===== config.mk =====
export PLATFORM = sky130hd
export DESIGN_NAME = i2c_host_ctrl
export DESIGN_NICKNAME = d
export VERILOG_FILES = /design/src/rtl/i2c_host_ctrl.sv
export SDC_FILE = /design/constraint.sdc
export NUM_CORES = 1
export LEC_CHECK = 0
export BUFFER_PORTS_ARGS = -buffer_cell sky130_fd_sc_hd__buf_2
export CAP_MARGIN = 20
export CORE_ASPECT_RATIO = 1.4
export CORE_MARGIN = 2
export CORE_UTILIZATION = 45
export DETAILED_ROUTE_END_ITERATION = 7
export HOLD_SLACK_MARGIN = 0.06
export PLACE_DENSITY = 0.81
export REMOVE_ABC_BUFFERS = 1
export SYNTH_ARGS = -nofsm -noshare
export SYNTH_HDL_FRONTEND = slang
export SYNTH_SLANG_ARGS = --single-unit

===== constraint.sdc =====
create_clock -name clk -period 2.1 [get_ports clk]
set_input_delay 0.42 -clock clk [delete_from_list [all_inputs] [get_ports clk]]
set_output_delay 0.42 -clock clk [all_outputs]
set_load 0.02 [all_outputs]

===== src/rtl/i2c_host_ctrl.sv =====
module i2c_host_ctrl #(
  parameter int AW = 6,
  parameter int DW = 32
) (
  input  logic          clk,
  input  logic          rst_n,
  input  logic          tick,
  input  logic          wr_en,
  input  logic [AW-1:0] addr,
  input  logic [DW-1:0] wdata,
  output logic [DW-1:0] rdata,
  output logic          irq,
  input  logic          scl_i,
  input  logic          sda_i,
  output logic          scl_pull,
  output logic          sda_pull
);
  localparam logic [AW-1:0] A_CTRL = AW'(4);
  localparam logic [AW-1:0] A_STAT = AW'(12);
  localparam logic [AW-1:0] A_IEN  = AW'(20);
  localparam logic [AW-1:0] A_TGT  = AW'(32);
  localparam logic [AW-1:0] A_DATA = AW'(36);

  typedef enum logic [2:0] {IDLE, START, XFER, HOLD, STOP} st_t;
  st_t state;

  logic [7:0] ctrl, tgt, rxb, sh;
  logic [6:0] stat, ien;
  logic [1:0] ph;
  logic [3:0] bitn;
  logic rx, addr_ph, stop_after, ackbit, scl_low, sda_low;
  logic unused_hi;

  wire wr_ctrl = wr_en && addr == A_CTRL;
  wire wr_stat = wr_en && addr == A_STAT;
  wire wr_ien  = wr_en && addr == A_IEN;
  wire wr_tgt  = wr_en && addr == A_TGT;
  wire wr_data = wr_en && addr == A_DATA;
  wire override = ctrl[4];
  wire launch = wr_ctrl && wdata[3] && wdata[0] && !wdata[4];

  assign unused_hi = ^wdata[DW-1:8];
  assign irq = |(stat & ien);
  assign scl_pull = override ? !ctrl[6] : scl_low;
  assign sda_pull = override ? !ctrl[5] : sda_low;

  always_comb begin
    case (addr)
      A_CTRL:  rdata = DW'(ctrl);
      A_STAT:  rdata = DW'(stat);
      A_IEN:   rdata = DW'(ien);
      A_TGT:   rdata = DW'(tgt);
      A_DATA:  rdata = DW'(rxb);
      default: rdata = '0;
    endcase
  end

  always_ff @(posedge clk) begin
    if (!rst_n) begin
      state <= IDLE; ctrl <= '0; stat <= '0; ien <= '0; tgt <= '0; rxb <= '0;
      sh <= '0; ph <= '0; bitn <= '0; rx <= 1'b0; addr_ph <= 1'b0;
      stop_after <= 1'b0; ackbit <= 1'b0; scl_low <= 1'b0; sda_low <= 1'b0;
    end else begin
      if (wr_ctrl) ctrl <= wdata[7:0];
      if (wr_ien)  ien  <= wdata[6:0];
      if (wr_tgt)  tgt  <= wdata[7:0];
      if (wr_stat) stat <= stat & wdata[6:0];
      if (override) begin
        state <= IDLE; scl_low <= 1'b0; sda_low <= 1'b0;
      end else begin
        case (state)
          IDLE: begin
            scl_low <= 1'b0; sda_low <= 1'b0;
            if (launch) begin
              state <= START; ph <= '0; sh <= tgt; addr_ph <= 1'b1;
              rx <= 1'b0; stop_after <= 1'b0;
            end
          end
          START: if (tick) begin
            case (ph)
              2'd0: ph <= 2'd1;
              2'd1: if (scl_i) begin sda_low <= 1'b1; ph <= 2'd2; end
              default: begin scl_low <= 1'b1; state <= XFER; ph <= '0; bitn <= '0; end
            endcase
          end
          XFER: if (tick) begin
            case (ph)
              2'd0: begin
                sda_low <= (bitn == 4'd8) ? (rx && !stop_after) : (!rx && !sh[7]);
                ph <= 2'd1;
              end
              2'd1: begin scl_low <= 1'b0; ph <= 2'd2; end
              2'd2: if (scl_i) begin
                ph <= 2'd3;
                if (bitn == 4'd8) ackbit <= sda_i;
                else begin
                  sh <= {sh[6:0], sda_i};
                  if (!rx && !sda_low && !sda_i) begin
                    state <= IDLE; stat[5] <= 1'b1; scl_low <= 1'b0; sda_low <= 1'b0;
                  end
                end
              end
              default: begin
                scl_low <= 1'b1;
                ph <= '0;
                if (bitn != 4'd8) bitn <= bitn + 4'd1;
                else if (addr_ph) begin
                  addr_ph <= 1'b0; stat[0] <= 1'b1; state <= HOLD;
                  if (tgt[0]) stat[1] <= 1'b1; else stat[3] <= 1'b1;
                  if (ackbit) stat[6] <= 1'b1;
                end else if (rx) begin
                  rxb <= sh; stat[1] <= 1'b1;
                  state <= stop_after ? STOP : HOLD;
                end else begin
                  stat[2] <= 1'b1; stat[3] <= 1'b1; state <= HOLD;
                  if (ackbit) stat[6] <= 1'b1;
                end
              end
            endcase
          end
          HOLD: begin
            if (!tgt[0]) begin
              if (ctrl[1]) begin state <= STOP; ph <= '0; end
              else if (wr_data) begin
                sh <= wdata[7:0]; rx <= 1'b0; state <= XFER; ph <= '0; bitn <= '0;
              end
            end else if (ctrl[1] && stat[6]) begin
              state <= STOP; ph <= '0;
            end else if (!stat[1]) begin
              rx <= 1'b1; stop_after <= ctrl[1]; state <= XFER; ph <= '0; bitn <= '0;
            end
          end
          STOP: if (tick) begin
            case (ph)
              2'd0: begin sda_low <= 1'b1; ph <= 2'd1; end
              2'd1: begin scl_low <= 1'b0; ph <= 2'd2; end
              2'd2: if (scl_i) begin sda_low <= 1'b0; ph <= 2'd3; end
              default: begin stat[4] <= 1'b1; state <= IDLE; end
            endcase
          end
          default: state <= IDLE;
        endcase
      end
    end
  end

  assert_override_idle_R11: assert property (@(posedge clk) disable iff (!rst_n)
    ctrl[4] |=> state == IDLE)
    else $error("override left engine running");

  assert_stop_done_R9: assert property (@(posedge clk) disable iff (!rst_n)
    $rose(stat[4]) |-> $past(state) == STOP)
    else $error("stop flag without stop sequence");

  assert_sda_stable_R3: assert property (@(posedge clk) disable iff (!rst_n)
    (state == XFER && $past(state) == XFER && !scl_low && !$past(scl_low)) |-> $stable(sda_low))
    else $error("SDA moved while SCL high");

  assert_arb_release_R10: assert property (@(posedge clk) disable iff (!rst_n)
    $rose(stat[5]) |-> (state == IDLE && !scl_low && !sda_low))
    else $error("arbitration loss did not release bus");

  assert_hold_scl_low_R6: assert property (@(posedge clk) disable iff (!rst_n)
    state == HOLD |-> scl_low)
    else $error("SCL released while waiting on host");
endmodule


# Word-level counts from Yosys, hierarchy flattened
# Index checks and enable logic that the tools add are counted.
# classes
add_sub_neg,1
eq_ne,51
mux,122
bitwise,7
n_reduce_logical,44
# op_table
cell,n
$mux 8,8
$mux 4,14
$mux 3,18
$mux 1,49
$ne 2x2->1 const B,22
$pmux 8 s5,1
$ne 3x3->1 const B,11
$reduce_and 10->1,3
$mux 2,14
$pmux 8 s3,1
$reduce_and 6->1,3
$pmux 3 s5,1
$and 7x7->7,2
$mux 7,2
$reduce_and 7->1,2
$logic_and 1x1->1,13
$reduce_and 13->1,1
$eq 6x6->1 const B,2
$ne 4x4->1 const B,3
$pmux 2 s3,2
$pmux 4 s3,1
$reduce_and 12->1,1
$reduce_and 11->1,1
$pmux 1 s2,5
other kinds (29),45
# word_totals
ff_bits,61
in_bits,44
out_inout_bits,35
elab_cells,240

# Logic depth before layout (Yosys ltp)
# logic_depth
word_depth,11
depth_mapped,9

# Worst setup path after synthesis
# OpenSTA, ideal clock, no wires.
# synth_timing
path_kind,input-to-output
start,input addr[1]
end,output rdata[0]
t_arrival_ns,1.601
required_ns,1.680
path_slack_ns,0.079
path_stages,4
path_cell_list,or4b_4 > nor2_1 > a22oi_1 > nand2_1
# synth_via
elab_chain_len,2
elab_cells_between_ends,6
classes_between,5 x eq/ne; 1 x mux
# synth_lines
element,line_no,rtl
from (decl),9,"input logic [AW-1:0] addr,"
"$eq 6x6->1, or another cell as far along",48,case (addr)
$pmux 8 s5 *,48,
to (decl),11,"output logic [DW-1:0] rdata,"
# Every way passes the cells marked *; elsewhere a longest branch is shown, timed or not.

# Worst setup path in the final report
# Ends and elaborated chain as after synthesis.

==> summary.md <==
| Metric | Value |
|---|---|
| Final setup fails | 7 |
| Setup Skew | 0.00695 ns |
| Vias in the first global route | 3,792 |
| Placed cell area | 0.00434 mm2 |
| Period utilization | 102% |
| Sequential power share | 40.6% |
| Ratio of cells with drive above 1 in the final layout | between 20% and 30% |
| Initial DRC Count | 385 |
| Synthesized area | about 0.0039 mm2 |
| Leakage | 2.05 nW |
| Crit Path Class | input port to output pin |
| Gp weighted congestion | 0.937 |
| Clock root cell | clkbuf_16 |
| Final worst slack | -0.0486 ns |
| Switching pwr | 0.682 mW |
| Drt first pass iters | 6 |
| HP Class | input port to flip-flop |
| Die Y-Extent | 114 um |
| Cells after Synth | 471 |
| Final wirelength | 11,200 um |
| TritonCTS Buffers | 9 |
| Fin nets | around 580 |
| Core area | 0.00846 mm2 |
| Crit-path max cell delay | 0.55 ns |
| Max Transition Viols Final | 0 |
| Sequential element share of the synthesized area | 31.6% |
| Overall Global Routing Usage | between 20 and 30% |
| Synth Area per Inst | 8.20 um2 |
| H-Tree Depth | 3 |
| Area grow syn2layout | 22.4% |
| Status | complete, but fails checks |
| I/O pin cnt | 79 |
| DRC Markers | 0 |
| Tot Pwr | 2.90 mW |
| Worst EP arrival | 1.73 ns |
| Filler Cell Count | 725 |
| Gate power share | 10.5% |
| Vias per inst | 6.07 |
| Number of antenna diodes | 0 |
| Post-DP HPWL | 8010 um |
| Crit path launch type | input port |
| Hold Vio Cnt, Final | 0 |
| Power density cells | 613 mW/mm2 |
| Final ANT Viol Nets | 0 |
| Critical Path RT | 1.68 ns |
| Post-route design area | between 0.004 and 0.005 mm2 |
| MaxCap Viol Count | 0 |
| F_max | about 0.47 GHz |
| Post-synthesis cell type count | 65 |
| Max clock buf depth | 2 |
| Latest clock arrival within the worst-skew pair | 0.32 ns |
| IO Port Bufs | 30 |
| Hold_ws | 0.368 ns |
| Initial antenna violation count | 0 |
| Worst path cell trace | buf_8 > or4b_4 > nor3_4 > buf_12 > a222oi_1 > nand2_1 > buf_6 |
| Die width | 82.3 um |
| Worst-path fanout max | 9 |
| Die footprint | 0.00935 mm2 |
| YS warnings | 0 |
| Initial Util | 45.7% |
| Clock power frac | between 40 and 50% |
| Async set-reset flop share out of synthesis | 0% |
| Top cell family by delay on the critical path | simple AND/OR/NAND/NOR gates |
| CTS clk-pin slew, worst paths | about 0.05 ns |
| Gr ovfl total | 0 |
| Setup TNS | -0.221 ns |
| Worst-Margin Slew | 0.519 ns |
| Crit path buf inv count | 3 |
| Clock sinks | a little over 60 |
| Vias | 3,874 |
| Row count | 40 |
| Register bit total from synthesis | 61 |
| Global-route wire length before repair | 18,300 um |
| Tmin final | 2.15 ns |
| Largest net degree at the start of global routing | 28 |
| Worst VDD drop | 634 uV |
| Slew Limit Headroom | 65.3% |
| RSZ-0062 raised after global routing | true |
| Post-synth EDFFs | 0 |
| Synth Flop Type | dfxtp_1 |
| WL per Instance | ~18 um |
| Failing checks | negative setup slack |
| Switching Fraction | a little under a quarter |
| CP Capture Type | output pin |
| Internal power | 2.21 mW |
| CP max-delay cell | or4b_4 |
| CTS tree | built |
==> flip-flops by register name, indices dropped and copies added, names as in the netlist <==
register	flops
tgt	8
stop_after	1
addr_ph	1
ph	2
state	3
scl_low	1
ien	7
sda_low	1
ctrl	8
rxb	8
stat	7
sh	8
rx	1
bitn	4
ackbit	1
==> metrics by stage <==
step	cells	setup WS, ns	util, %
after floorplan	440	-0.233	-
after global placement	624	-0.0850	51.3
after detailed placement	624	-0.0888	51.3
after CTS	638	-0.0423	55.5
after global routing	638	-0.114	55.9
final	638	-0.0486	55.9
==> layout by cell type, fill, tap and decap left out, types with 3 or more instances in the layout <==
cell       count
inv_1         11
and3b_1        6
dfxtp_1       60
a21oi_1       28
o2bb2ai_1      3
o211ai_1      15
nor3_1         5
and2_1         3
nand2_1       70
clkbuf_16      9
conb_1        24
nor2_1        39
buf_6          9
a22oi_1        9
and3_1         4
buf_2         20
nand2b_1       5
mux2i_1       50
nand4_1        3
buf_12         4
ha_1           5
buf_4         45
nand3_1        9
a211oi_1       4
o31ai_1        4
a222oi_1       9
nand3b_1       3
o21ai_1        5
o21ai_0       12
==> per-layer routing <==
layer	vias to the layer above	wire, um	global-route usage [%]
li1	1767	-	-
met1	1842	4310	28.6
met2	213	5660	43.1
met3	52	752	5.30
met4	0	516	12.6
met5	-	0	0
==> layout make-up <==
cell class / instances / area, um2 / share of cell area [%]
timing repair buffer: 79 / 634 / 13.4
clock inverter: 2 / 35.0 / 0.741
multi-input combinational: 366 / 2410 / 51.0
tap: 105 / 131 / 2.78
sequential: 61 / 1220 / 25.9
clock buffer: 12 / 246 / 5.21
inverter: 13 / 48.8 / 1.03
==> power groups by stage <==
stage	Sequential (mW)	Clock, mW	Combinational [mW]
floorplan	1.21	0	0.147
global placement	1.20	0	0.283
detailed placement	1.20	0	0.288
CTS	1.18	1.43	0.294
global route	1.18	1.49	0.323
finish	1.18	1.42	0.303
==> synthesized netlist by cell type (all sizes together) (9+ instances only) <==
master | count | area (um2)
inv | 13 | 48.8
a222oi | 9 | 90.1
clkbuf | 20 | 76.3
nand3 | 10 | 55.1
nand2 | 73 | 284
mux2i | 50 | 500
nor2 | 39 | 146
a22oi | 9 | 67.6
o211ai | 15 | 113
o21ai | 17 | 85.1
buf | 34 | 233
dfxtp | 61 | 1220
a21oi | 28 | 140
==> cell families (layout without fill, tap and decap cells) <==
| kind of cell | count (synthesis) | after routing | synth area share (%) |
|---|---|---|---|
| mux | 51 | 51 | 13.3 |
| xor+xnor | 1 | 1 | 0.227 |
| flops | 61 | 61 | 31.6 |
| compound gates | 109 | 109 | 19.5 |
| fa+ha+maj | 7 | 7 | 2.27 |
| other cells | 1 | 24 | 0.0971 |
| buf+inv | 67 | 106 | 9.26 |
| simple gates | 174 | 174 | 23.7 |
==> path summary, 6_finish.rpt <==
kind	start	endpoint	slack [ns]	cells after the start
setup / recovery	addr[1]	rdata[0]	-0.05	7
hold / removal	wdata[7]	tgt[7]	0.37	3
hold reg to reg	rxb[7]	rxb[7]	0.46	2
setup reg to reg	state[1]	scl_low	0.11	7
==> worst min-delay path, cell delays in order <==
cell	delay, ns
buf_2	0.10
mux2i_1	0.06
nor2_1	0.07
==> timing repair <==
action                     4_1_cts  5_1_grt
setup buffers                    0        0
setup endpoints to repair       11       14
hold buffers                     0        0
pin swaps                        1        6
gates resized for setup         22        8
(Power assumes the default switching activity.)
